==> src/rtl/safety_agg_pkg.sv <==
package safety_agg_pkg;
   localparam int DATA_W     = 32;
   localparam int QM_GROUPS  = 4;
   localparam int GRP_W      = 4;
   localparam int QM_W       = QM_GROUPS * GRP_W;
   localparam int DM_W       = 3;
   localparam int POS_CORR   = 0;
   localparam int POS_AMIS   = 1;
   localparam int POS_UNC    = 2;

   typedef enum logic [2:0] {
      RA_CTL  = 3'd0,
      RA_QMEM = 3'd1,
      RA_DMEM = 3'd2,
      RA_QEN  = 3'd3,
      RA_DEN  = 3'd4,
      RA_SUMQ = 3'd5,
      RA_SUMD = 3'd6
   } reg_addr_e;

   localparam logic [DATA_W-1:0] CTL_CORE_BITS  = 32'h010F_FFDE;
   localparam logic [DATA_W-1:0] CTL_EXTIF_BITS = 32'h0000_0021;

   function automatic logic [DATA_W-1:0] ctl_impl(input int lvl);
      logic [DATA_W-1:0] m;
      m = '0;
      if (lvl >= 2) m = m | CTL_CORE_BITS;
      if (lvl >= 3) m = m | CTL_EXTIF_BITS;
      return m;
   endfunction

   function automatic logic [QM_W-1:0] qm_impl(input int lvl);
      logic [QM_W-1:0] m;
      m = '0;
      if (lvl >= 1)
         for (int g = 0; g < QM_GROUPS; g++) begin
            m[g*GRP_W+POS_CORR] = 1'b1;
            m[g*GRP_W+POS_AMIS] = 1'b1;
            m[g*GRP_W+POS_UNC]  = 1'b1;
         end
      return m;
   endfunction

   function automatic logic [DM_W-1:0] dm_impl(input int lvl);
      return (lvl >= 1) ? {DM_W{1'b1}} : '0;
   endfunction
endpackage

==> src/rtl/sticky_w1c_reg.sv <==
module sticky_w1c_reg #(
   parameter int             W    = 32,
   parameter logic [W-1:0]   IMPL = '1
) (
   input  logic         clk,
   input  logic         rst_n,
   input  logic [W-1:0] evt_i,
   input  logic [W-1:0] clr_i,
   output logic [W-1:0] q_o
);
   if (W < 1) begin : g_bad_w
      $error("sticky_w1c_reg: W must be at least 1");
   end

   for (genvar i = 0; i < W; i++) begin : g_bit
      if (IMPL[i]) begin : g_impl
         logic q;
         always_ff @(posedge clk or negedge rst_n) begin
            if (!rst_n)        q <= 1'b0;
            else if (evt_i[i]) q <= 1'b1;
            else if (clr_i[i]) q <= 1'b0;
         end
         assign q_o[i] = q;
      end else begin : g_tie
         assign q_o[i] = 1'b0;
      end
   end

   logic unused_bits;
   assign unused_bits = ^(evt_i & ~IMPL) ^ ^(clr_i & ~IMPL);

   // an implemented pulse is visible after the edge
   p_set_r2: assert property (@(posedge clk) disable iff (!rst_n)
      1'b1 |=> ((q_o & $past(evt_i & IMPL)) == $past(evt_i & IMPL)));
   // no bit rises without its pulse
   p_no_spont_r2: assert property (@(posedge clk) disable iff (!rst_n)
      1'b1 |=> ((q_o & ~$past(q_o) & ~$past(evt_i)) == '0));
   // a write-one without a pulse clears
   p_clear_r3: assert property (@(posedge clk) disable iff (!rst_n)
      1'b1 |=> ((q_o & $past(clr_i & ~evt_i)) == '0));
   // a pulse beats a clear on the same bit
   p_evt_wins_r4: assert property (@(posedge clk) disable iff (!rst_n)
      |(evt_i & clr_i & IMPL) |=> ((q_o & $past(evt_i & clr_i & IMPL)) != '0));
endmodule

==> src/rtl/err_summary.sv <==
module err_summary
   import safety_agg_pkg::*;
(
   input  logic [DATA_W-1:0]  ctl_q_i,
   input  logic [QM_W-1:0]    qm_q_i,
   input  logic [DM_W-1:0]    dm_q_i,
   input  logic [QM_GROUPS-1:0] qm_en_i,
   input  logic               dm_en_i,
   output logic [2:0]         sum_q_o,
   output logic [2:0]         sum_d_o,
   output logic               irq_o
);
   logic [QM_GROUPS-1:0] corr_hit;
   logic [QM_GROUPS-1:0] unc_hit;
   logic [QM_GROUPS-1:0] unused_rsv;
   logic                 ctl_flag;

   for (genvar g = 0; g < QM_GROUPS; g++) begin : g_grp
      assign corr_hit[g]   = qm_q_i[g*GRP_W+POS_CORR] & qm_en_i[g];
      assign unc_hit[g]    = qm_q_i[g*GRP_W+POS_AMIS] | qm_q_i[g*GRP_W+POS_UNC];
      assign unused_rsv[g] = qm_q_i[g*GRP_W+3];
   end

   assign ctl_flag = |ctl_q_i;
   assign sum_q_o  = {|unc_hit, |corr_hit, ctl_flag};
   assign sum_d_o  = {dm_q_i[POS_AMIS] | dm_q_i[POS_UNC], dm_q_i[POS_CORR] & dm_en_i, ctl_flag};
   assign irq_o    = (|sum_q_o) | (|sum_d_o);
endmodule

==> src/rtl/safety_err_agg.sv <==
module safety_err_agg
   import safety_agg_pkg::*;
#(
   parameter int SAFETY_LEVEL = 3,
   parameter int ADDR_W       = 3
) (
   input  logic              clk,
   input  logic              rst_n,
   input  logic [31:0]       ctl_evt_i,
   input  logic [15:0]       qm_evt_i,
   input  logic [2:0]        dm_evt_i,
   input  logic              bus_sel_i,
   input  logic              bus_wr_i,
   input  logic [ADDR_W-1:0] bus_addr_i,
   input  logic [31:0]       bus_wdata_i,
   output logic [31:0]       bus_rdata_o,
   output logic              irq_o
);
   localparam logic [DATA_W-1:0] CTL_MASK = ctl_impl(SAFETY_LEVEL);
   localparam logic [QM_W-1:0]   QM_MASK  = qm_impl(SAFETY_LEVEL);
   localparam logic [DM_W-1:0]   DM_MASK  = dm_impl(SAFETY_LEVEL);
   localparam logic [QM_W-1:0]   QM_UNC   = QM_MASK & 16'h6666;

   if (SAFETY_LEVEL < 0 || SAFETY_LEVEL > 3) begin : g_bad_lvl
      $error("safety_err_agg: SAFETY_LEVEL must be 0..3");
   end
   if (ADDR_W < 3) begin : g_bad_aw
      $error("safety_err_agg: ADDR_W must be at least 3");
   end

   logic wr_en;
   logic [DATA_W-1:0] ctl_q;
   logic [QM_W-1:0]   qm_q;
   logic [DM_W-1:0]   dm_q;
   logic [QM_GROUPS-1:0] qm_en;
   logic                 dm_en;
   logic [2:0] sum_q, sum_d;

   assign wr_en = bus_sel_i & bus_wr_i;

   function automatic logic hit(input logic [ADDR_W-1:0] a, input reg_addr_e r);
      return a == ADDR_W'(r);
   endfunction

   sticky_w1c_reg #(.W(DATA_W), .IMPL(CTL_MASK)) u_ctl (
      .clk, .rst_n, .evt_i(ctl_evt_i),
      .clr_i((wr_en && hit(bus_addr_i, RA_CTL)) ? bus_wdata_i : '0),
      .q_o(ctl_q));

   sticky_w1c_reg #(.W(QM_W), .IMPL(QM_MASK)) u_qm (
      .clk, .rst_n, .evt_i(qm_evt_i),
      .clr_i((wr_en && hit(bus_addr_i, RA_QMEM)) ? bus_wdata_i[QM_W-1:0] : '0),
      .q_o(qm_q));

   sticky_w1c_reg #(.W(DM_W), .IMPL(DM_MASK)) u_dm (
      .clk, .rst_n, .evt_i(dm_evt_i),
      .clr_i((wr_en && hit(bus_addr_i, RA_DMEM)) ? bus_wdata_i[DM_W-1:0] : '0),
      .q_o(dm_q));

   if (SAFETY_LEVEL >= 1) begin : g_en
      always_ff @(posedge clk or negedge rst_n) begin
         if (!rst_n) begin
            qm_en <= '0;
            dm_en <= 1'b0;
         end else if (wr_en) begin
            if (hit(bus_addr_i, RA_QEN)) qm_en <= bus_wdata_i[QM_GROUPS-1:0];
            if (hit(bus_addr_i, RA_DEN)) dm_en <= bus_wdata_i[0];
         end
      end
   end else begin : g_no_en
      assign qm_en = '0;
      assign dm_en = 1'b0;
   end

   err_summary u_sum (
      .ctl_q_i(ctl_q), .qm_q_i(qm_q), .dm_q_i(dm_q),
      .qm_en_i(qm_en), .dm_en_i(dm_en),
      .sum_q_o(sum_q), .sum_d_o(sum_d), .irq_o(irq_o));

   always_comb begin
      bus_rdata_o = '0;
      if (hit(bus_addr_i, RA_CTL))  bus_rdata_o = ctl_q;
      if (hit(bus_addr_i, RA_QMEM)) bus_rdata_o[QM_W-1:0] = qm_q;
      if (hit(bus_addr_i, RA_DMEM)) bus_rdata_o[DM_W-1:0] = dm_q;
      if (hit(bus_addr_i, RA_QEN))  bus_rdata_o[QM_GROUPS-1:0] = qm_en;
      if (hit(bus_addr_i, RA_DEN))  bus_rdata_o[0] = dm_en;
      if (hit(bus_addr_i, RA_SUMQ)) bus_rdata_o[2:0] = sum_q;
      if (hit(bus_addr_i, RA_SUMD)) bus_rdata_o[2:0] = sum_d;
   end

   logic unused_wd;
   assign unused_wd = ^bus_wdata_i;

   // any uncorrectable, mismatch or control status raises the interrupt
   p_unc_irq_r10: assert property (@(posedge clk) disable iff (!rst_n)
      ((|(qm_q & QM_UNC)) || dm_q[POS_AMIS] || dm_q[POS_UNC] || (|ctl_q)) |-> irq_o);
   // a masked correctable-only state leaves the interrupt low
   p_corr_masked_r10: assert property (@(posedge clk) disable iff (!rst_n)
      ((ctl_q == '0) && ((qm_q & QM_UNC) == '0) && !dm_q[POS_AMIS] && !dm_q[POS_UNC]
       && (qm_en == '0) && !dm_en) |-> !irq_o);
endmodule

==> config.mk <==
export PLATFORM = sky130hd
export DESIGN_NAME = safety_err_agg
export DESIGN_NICKNAME = d
export VERILOG_FILES = /design/src/rtl/safety_agg_pkg.sv /design/src/rtl/sticky_w1c_reg.sv /design/src/rtl/err_summary.sv /design/src/rtl/safety_err_agg.sv
export SDC_FILE = /design/constraint.sdc
export NUM_CORES = 1
export LEC_CHECK = 0
export BUFFER_PORTS_ARGS = -buffer_cell sky130_fd_sc_hd__buf_2
export CAP_MARGIN = 20
export CORE_MARGIN = 1.5
export CORE_UTILIZATION = 41
export CTS_BUF_LIST = sky130_fd_sc_hd__clkbuf_4 sky130_fd_sc_hd__clkbuf_8
export CTS_CLUSTER_DIAMETER = 120
export DETAILED_ROUTE_END_ITERATION = 8
export GPL_TIMING_DRIVEN = 0
export HOLD_SLACK_MARGIN = 0.1
export PLACE_DENSITY = 0.83
export SYNTH_ARGS = -nofsm -noshare
export SYNTH_HDL_FRONTEND = slang
export SYNTH_SLANG_ARGS = --single-unit
export TNS_END_PERCENT = 10
==> constraint.sdc <==
create_clock -name clk -period 1.5 [get_ports clk]
set_clock_uncertainty 0.1 [all_clocks]
set_input_delay 0.225 -clock clk [delete_from_list [all_inputs] [get_ports clk]]
set_output_delay 0.225 -clock clk [all_outputs]
set_load 0.01 [all_outputs]
==> results of run 1 <==
-- how the worst min path moves through the flow --
stage | start | slack, ns | end
after detailed placement | ctl_evt_i[9] | 0.31 | u_ctl.g_bit[9].g_impl.q$_DFFE_PN0P_
after global routing | bus_wdata_i[19] | 0.11 | u_ctl.g_bit[19].g_impl.q$_DFFE_PN0P_
after floorplan | rst_n | -0.17 | dm_en$_DFFE_PN0P_
final | bus_wdata_i[19] | 0.10 | u_ctl.g_bit[19].g_impl.q$_DFFE_PN0P_
after CTS | bus_wdata_i[19] | 0.10 | u_ctl.g_bit[19].g_impl.q$_DFFE_PN0P_
after global placement | ctl_evt_i[16] | 0.30 | u_ctl.g_bit[16].g_impl.q$_DFFE_PN0P_
-- through the flow --
stage | total power [W] | hold WS (ns) | instances
after floorplan | 0.00140 | -0.171 | 233
after global placement | 0.00158 | 0.302 | 387
after detailed placement | 0.00158 | 0.306 | 387
after CTS | 0.00261 | 0.100 | 438
after global routing | 0.00271 | 0.111 | 438
final | 0.00260 | 0.103 | 438
-- report_power, final --
| part | switching, W | internal (W) | total (W) | leakage [nW] |
|---|---|---|---|---|
| sequential | 0.0000407 | 0.00115 | 0.00119 | 0.379 |
| clock | 0.000385 | 0.000561 | 0.000946 | 0.0619 |
| combinational | 0.000208 | 0.000259 | 0.000467 | 1.01 |
-- repair_timing --
| item | CTS | global route |
|---|---|---|
| pin swaps | 6 | 1 |
| hold endpoints to repair | 78 | 0 |
| hold buffers | 40 | 0 |
| resized for setup | 8 | 4 |
| setup endpoints to repair | 13 | 7 |
| setup buffers | 3 | 0 |
-- final cells by class --
type                       count  area [um2]  share of cell area
clock inverter                 1        30.0             0.00900
inverter                       2        7.51             0.00225
multi-input combinational    170        1080               0.324
tap                           70        87.6              0.0262
sequential                    41        1030               0.307
timing repair buffer         127         843               0.253
clock buffer                   7        90.1              0.0270
buffer                        20         170              0.0510
-- routing by layer --
layer,global-route usage,wire length (um),vias up
met1,0.286,2650,1049
li1,-,-,1045
met3,0.0516,408,2
met4,0.0754,22,0
met2,0.431,3470,93
met5,0,0,-
-- kinds of logic after synthesis --
kind of cell | Yosys count | share of synthesized area
AO/OA/AOI/OAI | 52 | 0.171
buffers and inverters | 22 | 0.0759
flip-flops | 41 | 0.472
multiplexers | 14 | 0.0725
other | 1 | 0.00172
AND/OR/NAND/NOR | 93 | 0.207
-- Yosys cell counts --
| cell type | instances |
|---|---|
| sky130_fd_sc_hd__o22ai_1 | 2 |
| sky130_fd_sc_hd__nand2b_1 | 1 |
| sky130_fd_sc_hd__a22oi_1 | 3 |
| sky130_fd_sc_hd__nor2b_1 | 1 |
| sky130_fd_sc_hd__nor3_4 | 1 |
| sky130_fd_sc_hd__buf_2 | 3 |
| sky130_fd_sc_hd__or3_1 | 1 |
| sky130_fd_sc_hd__a31oi_1 | 1 |
| sky130_fd_sc_hd__or2_1 | 1 |
| sky130_fd_sc_hd__nand4_1 | 2 |
| sky130_fd_sc_hd__clkbuf_1 | 1 |
| sky130_fd_sc_hd__nor2_4 | 1 |
| sky130_fd_sc_hd__nand3b_1 | 1 |
| sky130_fd_sc_hd__nand4b_1 | 1 |
| sky130_fd_sc_hd__conb_1 | 1 |
| sky130_fd_sc_hd__and3_4 | 1 |
| sky130_fd_sc_hd__nor4_1 | 6 |
| sky130_fd_sc_hd__a21oi_1 | 4 |
| sky130_fd_sc_hd__nand2_1 | 43 |
| sky130_fd_sc_hd__o21bai_1 | 1 |
| sky130_fd_sc_hd__buf_4 | 11 |
| sky130_fd_sc_hd__nor3_1 | 3 |
| sky130_fd_sc_hd__inv_1 | 2 |
| sky130_fd_sc_hd__mux2i_1 | 9 |
| sky130_fd_sc_hd__o21ai_0 | 2 |
| sky130_fd_sc_hd__mux2_2 | 4 |
| sky130_fd_sc_hd__mux4_2 | 1 |
| sky130_fd_sc_hd__a211oi_1 | 2 |
| sky130_fd_sc_hd__buf_6 | 5 |
| sky130_fd_sc_hd__and2_1 | 8 |
| sky130_fd_sc_hd__or4_1 | 1 |
| sky130_fd_sc_hd__a21o_1 | 36 |
| sky130_fd_sc_hd__nand3_1 | 5 |
| sky130_fd_sc_hd__nor2_1 | 16 |
| sky130_fd_sc_hd__dfrtp_1 | 41 |
| sky130_fd_sc_hd__a2bb2oi_1 | 1 |
-- worst min-delay path, delay by kind of cell --
kind | cells | cell delay [ns]
and+or+nand+nor | 1 | 0.04
buffers and inverters | 1 | 0.09
AOI/OAI and AO/OA | 1 | 0.10
-- sequential cells by signal (all words and copies together), names as in the netlist --
signal	count
qm_en	4
u_dm.g_bit.g_impl.q	3
dm_en	1
u_ctl.g_bit.g_impl.q	21
u_qm.g_bit.g_impl.q	12
==> metrics list, run 1 <==
- Dividing the detail-routed via count by the number of cells gives 5.00.
- Once placement finished, the instance area stood at 0.00273 mm2.
- Clock slew at reported path FFs: 0.08 ns
- In the layout the commonest cells are sky130_fd_sc_hd__buf_2, sky130_fd_sc_hd__nand2_1, sky130_fd_sc_hd__dfrtp_1.
- Across every metal layer, demand over resource in global routing totals 0.240.
- Final hold violation count: 0
- Worst-path cell chain: or4_4, nor4_4, nand3_1, buf_2
- The library cell used most frequently in the layout, excluding fill and tap cells, is sky130_fd_sc_hd__buf_2.
- # Max-Cap Violations: 0
- Utilization after layout: 0.653
- Count of routing violations after the opening detailed-route iteration: 159
* Initial antenna violation count: 0
* Synthesized area per cell: 9.75 um2
- Worst slack at placement: -0.437 ns
- Worst IR Drop VDD: 0.413 mV
* Detailed Route WL: 6560 um
* Vias in the first global route: 2,169
- In the finished design, the share of the clock period the worst path needs comes to 1.39.
- The critical path in this run is classified as reg2out.
- CTS placed an instance of sky130_fd_sc_hd__clkbuf_8 at the clock tree root.
- DRC: 0
* Crit Path Max Fanout: 2
* Hold Path Stages: 3
- For this design the ratio of total power to cell area is 779 mW/mm2.
- The later pin in the worst-skew pair is clocked with a latency of 0.29 ns.
- Post-layout net count: 457
- Yosys mapped the design onto 36 distinct sky130hd cell types.
- Worst path depth: 4
- Ratio of cells with drive above 1 in the final layout: 0.348
* Largest net degree at the start of global routing: 42
- Post-route setup TNS: -1.90 ns
- For the worst setup path, the data required time is 1.17 ns.
- The flow ran to the end, but the final reports show violations.
- Buffers inserted during clock tree synthesis total 5.
- Leftover overflow at the end of global routing: 0
* RSZ-0062 raised after global routing: yes
* Average wire length per cell after detail routing: 15.0 um
- The clock net in this run drives a total of 41 sinks.
- Following the worst setup path forward leads to its endpoint at irq_o.
* Count of cells along the worst register-to-register path: 1
- Worst EP arrival: 1.76 ns
- Setup violations remaining at the end of the flow were counted as 4.
- CTS tree: done
- Buffers placed on the I/O ports in this run total 84.
- Type of the worst min-delay path: in2reg
- Largest delay contributor family on the critical path: simple AND/OR/NAND/NOR gates
- Register-to-register setup slack: 0.59 ns
- Leakage Power: 1.45 nW
* Number of placement rows: 26
- After synthesis the netlist holds a flip-flop and latch count of 41.
- At the pin with the least slew margin, the transition time is 0.941 ns.
* Total standard cell area after synthesis: 0.00217 mm2
- Measured along the x axis, the die boundary spans 75.8 um.
- Worst setup path startpoint: u_ctl.g_bit[17].g_impl.q$_DFFE_PN0P_
* Worst-case clock buffer depth: 2
* Area added between synthesis and finish: 53.5%
- Slowest cell on crit path: sky130_fd_sc_hd__or4_4
- Achievable clock frequency: 479 MHz
- The die covers 0.00575 mm2.
- Number of cells produced by synthesis: 223
- The worst setup path is captured at an output port.
* Number of pins exceeding their max-slew limit in the final report: 0
- The worst setup path is launched from a flop.
- Area share of the largest cell type after synthesis: 0.472
- Headroom to the max-slew limit: 0.373
- Overall die height: 75.8 um
- Total number of H-tree levels: 2
- Worst r2r dst: dm_en$_DFFE_PN0P_
- Initial standard-cell utilization of the core: 0.426
* Final critical delay including setup and external delays: 2.09 ns
- Yosys printed 0 warnings.
- Io pins: 123
- In the post-route analysis, the smallest setup slack over all paths is -0.587 ns.
- The number of antenna diodes in the final layout is 0.
- Antenna Violating Nets Remaining: 0
- Final Cell Area: 0.00334 mm2
- Cells taking the most area after synthesis: sky130_fd_sc_hd__dfrtp_1, sky130_fd_sc_hd__a21o_1, sky130_fd_sc_hd__nand2_1, sky130_fd_sc_hd__mux2i_1, sky130_fd_sc_hd__buf_4
- In this run the standard cell core region covers 0.00511 mm2.
- Worst Path Buf+Inv: 1
* Final weighted congestion in routability-driven placement: 0.948
- CP max stage delay: 0.55 ns
- Most area-hungry cell type in the Yosys netlist: sky130_fd_sc_hd__dfrtp_1
- Global-route wire length before repair: 10,100 um
- Post-synthesis sequential area ratio: 0.472
- RR Startpoint: dm_en$_DFFE_PN0P_
* Violations in the final reports: setup timing
* Number of fill cells in the layout: 420
* Total via count after detailed routing: 2,189
- Post-detailed-placement half-perimeter wirelength: 4280 um
* Number of detailed-route iterations in the first pass: 5
Note: power is estimated with default switching activity, not from simulation.
==> inputs of run 2 (changes only) <==
- RECOVER_POWER: unset -> 25
==> metrics list, run 2 (same netlist as run 1, synthesis figures left out) <==
- The CTS buffer count was 5 (unchanged).
- The placeable core area was 0.00511 mm2 (unchanged).
- The final number of setup-violating endpoints was 4 (unchanged).
* Worst-case clock buffer depth: 2 (unchanged)
- The antenna violation net count after detailed routing came to 0 (unchanged).
- Setup repair after global routing could not meet its margin everywhere.
- Total global-route track usage: 0.240 (unchanged)
- Io pins: 123 (unchanged)
- The number of placed instances, taps included is 387 (unchanged).
- Overall die height: 75.8 um (unchanged)
- The number of cells on the worst reg-to-reg path came to 1 (unchanged).
- Number of pins exceeding their max-slew limit in the final report: 0 (unchanged)
- Post-route setup TNS: -1.93 ns (-0.0341 ns)
- Startpoint types: flop
- Type of the worst min-delay path: in2reg
* Final hold violation count: 0 (unchanged)
* Flip-flop count of the largest register, all copies and words added: 21 (unchanged)
- The H-tree level count came to 2 (unchanged).
- For hold timing, the worst endpoint is u_ctl.g_bit[19].g_impl.q$_DFFE_PN0P_.
- Type of destination of the critical path: output port
- Worst EP arrival: 1.75 ns (about the same)
- Registers with the highest flip-flop counts: u_ctl.g_bit.g_impl.q x21, u_qm.g_bit.g_impl.q x12, qm_en x4
* Setup slack of the critical path after layout: -0.570 ns (+0.0170 ns)
- The final routed wirelength across all metal layers came to 6570 um (+0.21%).
* Achievable clock frequency: 483 MHz (+0.82%)
* Required time of the worst setup path: 1.17 ns (about the same)
- CP Class: reg2out
- The overall overflow remaining after global route came to 0 (unchanged).
- Diode count: 0 (unchanged)
- The DRC violations left came to 0 (unchanged).
- Leaving out fill and tap cells, the most frequent cell in the layout is sky130_fd_sc_hd__buf_2.
* Hold slack final: 0.104 ns (+0.00153 ns)
- The routed length per placed instance is 15.0 um (+0.21%).
* Top reg by flops: u_ctl.g_bit.g_impl.q
* Port Buffer Count: 84 (unchanged)
- The register cell area after layout is 0.00103 mm2 (unchanged).
- Leakage Power: 1.44 nW (-0.64%)
- Number of detailed-route iterations in the first pass: 4 (-1)
- The number of fill cells in the layout is 428 (+1.9%).
- The root buffer cell chosen for the clock tree is sky130_fd_sc_hd__clkbuf_8.
- The top fanout value on the critical path came to 2 (unchanged).
* Global-route wire length before repair: 10,100 um (unchanged)
- The initial standard-cell utilization of the core came to 0.426 (unchanged).
* RR Startpoint: dm_en$_DFFE_PN0P_
- In this run the critical register-to-register path is captured at dm_en$_DFFE_PN0P_.
* # Max-Cap Violations: 0 (unchanged)
* Post-layout net count: 457 (unchanged)
- The final worst-path cycle share came to 1.38 (-0.0114).
- The number of DRC markers after the initial detailed-route iteration is 146 (-8.2%).
* Total number of clock tree sinks: 41 (unchanged)
- The relative slew slack came to 0.369 (-0.00341).
- The horizontal die dimension came to 75.8 um (unchanged).
- Vias in the first global route: 2,169 (unchanged)
* Area added between synthesis and finish: 52.4%
- The number of core rows came to 26 (unchanged).
* Highest-count cells in the layout ignoring fill and taps: sky130_fd_sc_hd__buf_2, sky130_fd_sc_hd__nand2_1, sky130_fd_sc_hd__dfrtp_1
* Origin of the worst min-delay path: bus_wdata_i[19]
- Via density: 4.97 (-0.64%)
* Area of the multi-input gates: 0.00107 mm2 (-1.3%)
- Violations in the final reports: setup timing
- The area of the die is 0.00575 mm2 (unchanged).
- Run status: finished with violations
- The post-route non-filler standard cell count was 438 (unchanged).
- TritonCTS built the clock tree.
* Register-to-register setup slack: 0.59 ns (about the same)
- Power per cell area: 782 mW/mm2 (+0.34%)
- In this run the worst setup path begins at u_ctl.g_bit[17].g_impl.q$_DFFE_PN0P_.
* Clock latency of the later-clocked register in the worst-skew pair: 0.29 ns (about the same)
* Largest net degree at the start of global routing: 42 (unchanged)
* Worst IR Drop VDD: 0.411 mV (-0.58%)
- Final weighted congestion in routability-driven placement: 0.948 (unchanged)
- Ratio of cells with drive above 1 in the final layout: 0.340 (-0.00815)
- Post-detailed-placement half-perimeter wirelength: 4280 um (unchanged)
- Hold Path Stages: 3 (unchanged)
- Initial antenna violation count: 0 (unchanged)
- Clock slew at reported path FFs: 0.08 ns (about the same)
- Total via count after detailed routing: 2,175 (-0.64%)
- The slew at the pin with the worst max-slew slack was 0.946 ns (+0.00512 ns).
- Final critical delay including setup and external delays: 2.07 ns (-0.0170 ns)
[run 2: cell types whose count changed in the layout (fill, tap and decap cells not counted), sizes merged]
cell    delta
buf        -2
clkbuf     +2
[run 2: how the worst max path moves through the flow]
stage                     endpoint  slack, ns  cells past startpoint
floorplan                    irq_o      -0.04                      3
global placement             irq_o      -0.42                      5
detailed placement  bus_rdata_o[0]      -0.44                      5
CTS                 bus_rdata_o[0]      -0.58                      4
global route        bus_rdata_o[0]      -0.67                      4
finish                       irq_o      -0.57                      4
[run 2: what timing repair did]
action / CTS / global route
endpoints found under the setup margin: 13 / 7
endpoints found under the hold margin: 78 / 0
buffers inserted: 3 / 0
pin swaps: 6 / 1
hold buffers: 40 / 0
gates resized for setup: 8 / 4
[run 2: power breakdown]
part	leakage (nW)	internal, W	total, W	switching, W
sequential	0.379	0.00115	0.00119	0.0000398
clock	0.0619	0.000561	0.000943	0.000382
combinational	1.00	0.000256	0.000462	0.000206
total	1.44	0.00197	0.00259	0.000627
[run 2: final cells by class]
class / instances / area share
Sequential cell: 41 / 0.310
Tap cell: 70 / 0.0264
Buffer: 20 / 0.0491
Multi-Input combinational cell: 170 / 0.322
Timing Repair Buffer: 127 / 0.254
Clock buffer: 7 / 0.0272
Inverter: 2 / 0.00227
Clock inverter: 1 / 0.00906
[run 2: critical path, stage by stage (launching register included)]
cell and delay [ns]:
sky130_fd_sc_hd__dfrtp_1 0.39, sky130_fd_sc_hd__or4_4 0.55, sky130_fd_sc_hd__nor4_4 0.26, sky130_fd_sc_hd__nand3_1 0.10, sky130_fd_sc_hd__buf_2 0.16
[run 2: routing by layer]
metal	up-vias	part of all wire	GRT usage
met5	-	0	0
li1	1042	-	-
met1	1026	0.40	0.286
met2	98	0.52	0.431
met4	0	0.012	0.0754
met3	9	0.065	0.0516
[run 2: stage by stage]
| stage | total power [W] | setup WS, ns | cell area (um2) | util |
|---|---|---|---|---|
| 2_1_floorplan | 0.00140 | -0.0371 | 2220 | - |
| 3_5_place_dp | 0.00158 | -0.437 | 2730 | 0.534 |
| 3_3_place_gp | 0.00158 | -0.422 | 2730 | 0.534 |
| 4_1_cts | 0.00261 | -0.576 | 3310 | 0.648 |
| 5_1_grt | 0.00271 | -0.672 | 3310 | 0.649 |
| 6_report | 0.00259 | -0.570 | 3310 | 0.649 |
==> inputs of run 3 (changes only) <==
- ABC_AREA: unset -> 1
- CORE_UTILIZATION: 41 -> 42
- PLACE_DENSITY: 0.83 -> 0.79
==> metrics list, run 3 <==
- Run status: finished with violations
* Violations in the final reports: setup timing
- The final max-slew violation count was 0 (unchanged).
* Worst Max-Slew Pin Slew: 0.897 ns (-0.0485 ns)
* Total number of H-tree levels: 2 (unchanged)
* Hold slack final: 0.120 ns (+0.0157 ns)
- After synthesis, the most frequently instantiated cells are sky130_fd_sc_hd__inv_1, sky130_fd_sc_hd__nor2_1, sky130_fd_sc_hd__dfrtp_1, sky130_fd_sc_hd__nand2_1, sky130_fd_sc_hd__o21bai_1.
- The number of maximum-capacitance violations was 0 (unchanged).
- The number of placed I/O pins came to 123 (unchanged).
* Achievable clock frequency: 582 MHz (+21%)
- Vias in the first global route: 2,276 (+4.9%)
- Worst IR Drop VDD: 0.519 mV (+26%)
- Buffers inserted during post-CTS setup optimization: 0 (-3)
- The number of enable-type register cells in the synthesized netlist came to 0 (unchanged).
- The worst setup path is launched from a flop.
* Antenna Violating Nets Remaining: 0 (unchanged)
- The register with the most flip-flops in the final layout is u_ctl.g_bit.g_impl.q.
- Type of destination of the critical path: output port
- Ratio of cells with drive above 1 in the final layout: 0.290 (-0.0497)
- The sequential share of the synthesized area came to 0.448 (-0.0235).
* Diode count: 0 (unchanged)
- Crit Path Max Fanout: 3 (+1)
- Average wire length per cell after detail routing: 12.7 um (-16%)
* Most frequently used cell type in the post-synthesis netlist: sky130_fd_sc_hd__inv_1
* Final Cell Area: 0.00331 mm2 (unchanged)
- The vertical die dimension was 76.8 um (+1.3%).
* Core Area: 0.00517 mm2 (+1.3%)
- Headroom to the max-slew limit: 0.402 (+0.0323)
- Total of endpoints with negative setup slack in the final report: 4 (unchanged)
- Clock latency of the later-clocked register in the worst-skew pair: 0.28 ns (about the same)
- The final critical-path required period was 1.72 ns (-0.353 ns).
- Portion of the clock cycle consumed by the worst path in the final layout: 1.14 (-0.235)
- The tree is rooted in a sky130_fd_sc_hd__clkbuf_8.
- CTS tree: done
- The total count of hold-check failures in the final report came to 0 (unchanged).
- Share of synthesized registers carrying an async set or reset: 1.00 (unchanged)
* Most area-hungry cell type in the Yosys netlist: sky130_fd_sc_hd__dfrtp_1
- The maximum clock insertion buffer count is 2 (unchanged).
- Post-layout net count: 521 (+14%)
* Clock slew at reported path FFs: 0.07 ns (about the same)
- Flip-flop cell with the highest count after synthesis: sky130_fd_sc_hd__dfrtp_1
* Utilization after layout: 0.641 (-0.00816)
- The register cell area after layout is 0.00103 mm2 (unchanged).
- Via density: 4.68 (-5.8%)
- Area of the multi-input gates: 961 um2 (-10%)
- Type of the worst min-delay path: in2reg
- The via count of the routed design came to 2,344 (+7.8%).
* Port Buffer Count: 84 (unchanged)
- The largest net degree at the start of global routing is 42 (unchanged).
* Die ar.: 0.00590 mm2 (+2.6%)
- Area share of the largest cell type after synthesis: 0.448 (-0.0235)
* Yosys warns: 0 (unchanged)
* Power per cell area: 724 mW/mm2 (-7.5%)
- The unique cell type count in the Yosys netlist was 23 (-36%).
* Number of detailed-route iterations in the first pass: 4 (unchanged)
- The all-layer global routing usage came to 0.223 (-0.0177).
- The CTS buffer count came to 5 (unchanged).
- CP Class: reg2out
- Setup repair after global routing could not meet its margin everywhere.
- Cells taking the most area after synthesis: sky130_fd_sc_hd__dfrtp_1, sky130_fd_sc_hd__inv_1, sky130_fd_sc_hd__nor2_1, sky130_fd_sc_hd__o21bai_1, sky130_fd_sc_hd__nand2_1
- The number of DRC markers after the initial detailed-route iteration was 110 (-25%).
- Origin of the worst min-delay path: bus_wdata_i[3]
- Most frequent standard cell in the layout excluding fill and tap cells: sky130_fd_sc_hd__buf_2
- Total number of clock tree sinks: 41 (unchanged)
- Flip-flop count of the largest register, all copies and words added: 21 (unchanged)
- Registers with the highest flip-flop counts: u_ctl.g_bit.g_impl.q x21, u_qm.g_bit.g_impl.q x12, qm_en x4
- Highest-count cells in the layout ignoring fill and taps: sky130_fd_sc_hd__buf_2, sky130_fd_sc_hd__inv_1, sky130_fd_sc_hd__nor2_1
- Number of fill cells in the layout: 432 (+0.93%)
- The number of core rows was 26 (unchanged).
* Worst setup path startpoint: u_qm.g_bit[1].g_impl.q$_DFFE_PN0P_
* Post-detailed-placement half-perimeter wirelength: 4360 um (+1.9%)
- The global-route wire length before repair came to 10,400 um (+2.1%).
- The initial standard-cell utilization of the core came to 0.442 (+0.0167).
- Post-Place Cell Area: 0.00283 mm2 (+3.9%)
- DRC: 0 (unchanged)
- Leftover overflow at the end of global routing: 0 (unchanged)
* Synthesized area per cell: 7.81 um2 (-20%)
- The arrival time at the worst endpoint is 1.39 ns (-0.36 ns).
* RR Startpoint: u_ctl.g_bit[7].g_impl.q$_DFFE_PN0P_
- Required time of the worst setup path: 1.17 ns (about the same)
* Area added between synthesis and finish: 44.8%
- The static leakage power came to 1.91 nW (+33%).
- The final worst setup slack was -0.217 ns (+0.353 ns).
- Detailed Route WL: 6340 um (-3.5%)
- The horizontal die dimension was 76.8 um (+1.3%).
- The global placer's final weighted congestion is 0.837 (-12%).
* Total standard cell area after synthesis: 0.00229 mm2 (+5.2%)
- Flip-flop and latch count after synthesis: 41 (unchanged)
* Number of cells produced by synthesis: 293 (+31%)
* Initial antenna violation count: 0 (unchanged)
-- run 3: changes by cell type in the layout (fill, tap and decap cells not counted), sizes merged, moves of 8 or more --
cell and change:
and2 -8, inv +58, o21bai +23, a21o -36, o21ai +9, nor2 +37, mux2i -9
-- run 3: cell type report --
class                           instances  share of cell area
Sequential cell                        41               0.310
Tap cell                               70              0.0264
Multi-Input combinational cell        185               0.290
Inverter                               60              0.0687
Timing Repair Buffer                  121               0.240
Clock buffer                            7              0.0272
Buffer                                 17              0.0381
-- run 3: through the flow --
stage,instances,setup TNS (ns),setup slack [ns],total power [W]
2_1_floorplan,303,0,0.118,0.00140
3_3_place_gp,457,-0.418,-0.139,0.00157
3_5_place_dp,457,-0.426,-0.146,0.00158
4_1_cts,501,-0.754,-0.241,0.00240
5_1_grt,501,-1.12,-0.302,0.00252
6_report,501,-0.755,-0.217,0.00240
-- run 3: repair_timing --
item                                   4_1_cts  5_1_grt
setup endpoints to repair                    6       10
pin swaps                                    4        7
gates resized for setup                     10        6
hold buffers                                37        0
endpoints found under the hold margin       77        0
-- run 3: final timing paths --
check                      depth (start not counted)                              endpoint  slack [ns]
max                                                5                                 irq_o       -0.22
min                                                3                  qm_en[3]$_DFFE_PN0P_        0.12
max reg2reg                                        3   u_ctl.g_bit[7].g_impl.q$_DFFE_PN0P_        0.54
min reg2reg                                        2                  qm_en[0]$_DFFE_PN0P_        0.41
max in group asynchronous                          2                  qm_en[3]$_DFFE_PN0P_        0.22
min in group asynchronous                          2  u_ctl.g_bit[24].g_impl.q$_DFFE_PN0P_        0.51
-- run 3: kinds of logic after synthesis --
logic type	synth area share
buffers and inverters	0.156
AO/OA/AOI/OAI	0.154
other	0.00164
flip-flops	0.448
AND/OR/NAND/NOR	0.240
-- run 3: worst max-delay path, stage by stage, from the launching register on --
cell and delay [ns]:
sky130_fd_sc_hd__dfrtp_1 0.41, sky130_fd_sc_hd__nor2_2 0.13, sky130_fd_sc_hd__nand4_1 0.17, sky130_fd_sc_hd__nor3_2 0.18, sky130_fd_sc_hd__nand2_1 0.07, sky130_fd_sc_hd__buf_2 0.14
-- run 3: per-layer routing --
| metal | global-route usage | up-vias | part of all wire |
|---|---|---|---|
| met4 | 0.0685 | 0 | 0.0087 |
| met1 | 0.258 | 1074 | 0.42 |
| met3 | 0.0369 | 4 | 0.063 |
| met2 | 0.414 | 91 | 0.51 |
| li1 | - | 1175 | - |
| met5 | 0 | - | 0 |
-- run 3: report_power, final --
| part | internal (W) | switching, W |
|---|---|---|
| Clock | 0.000384 | 0.000369 |
| Combinational | 0.000240 | 0.000231 |
| Sequential | 0.00114 | 0.0000317 |
| Total | 0.00177 | 0.000632 |
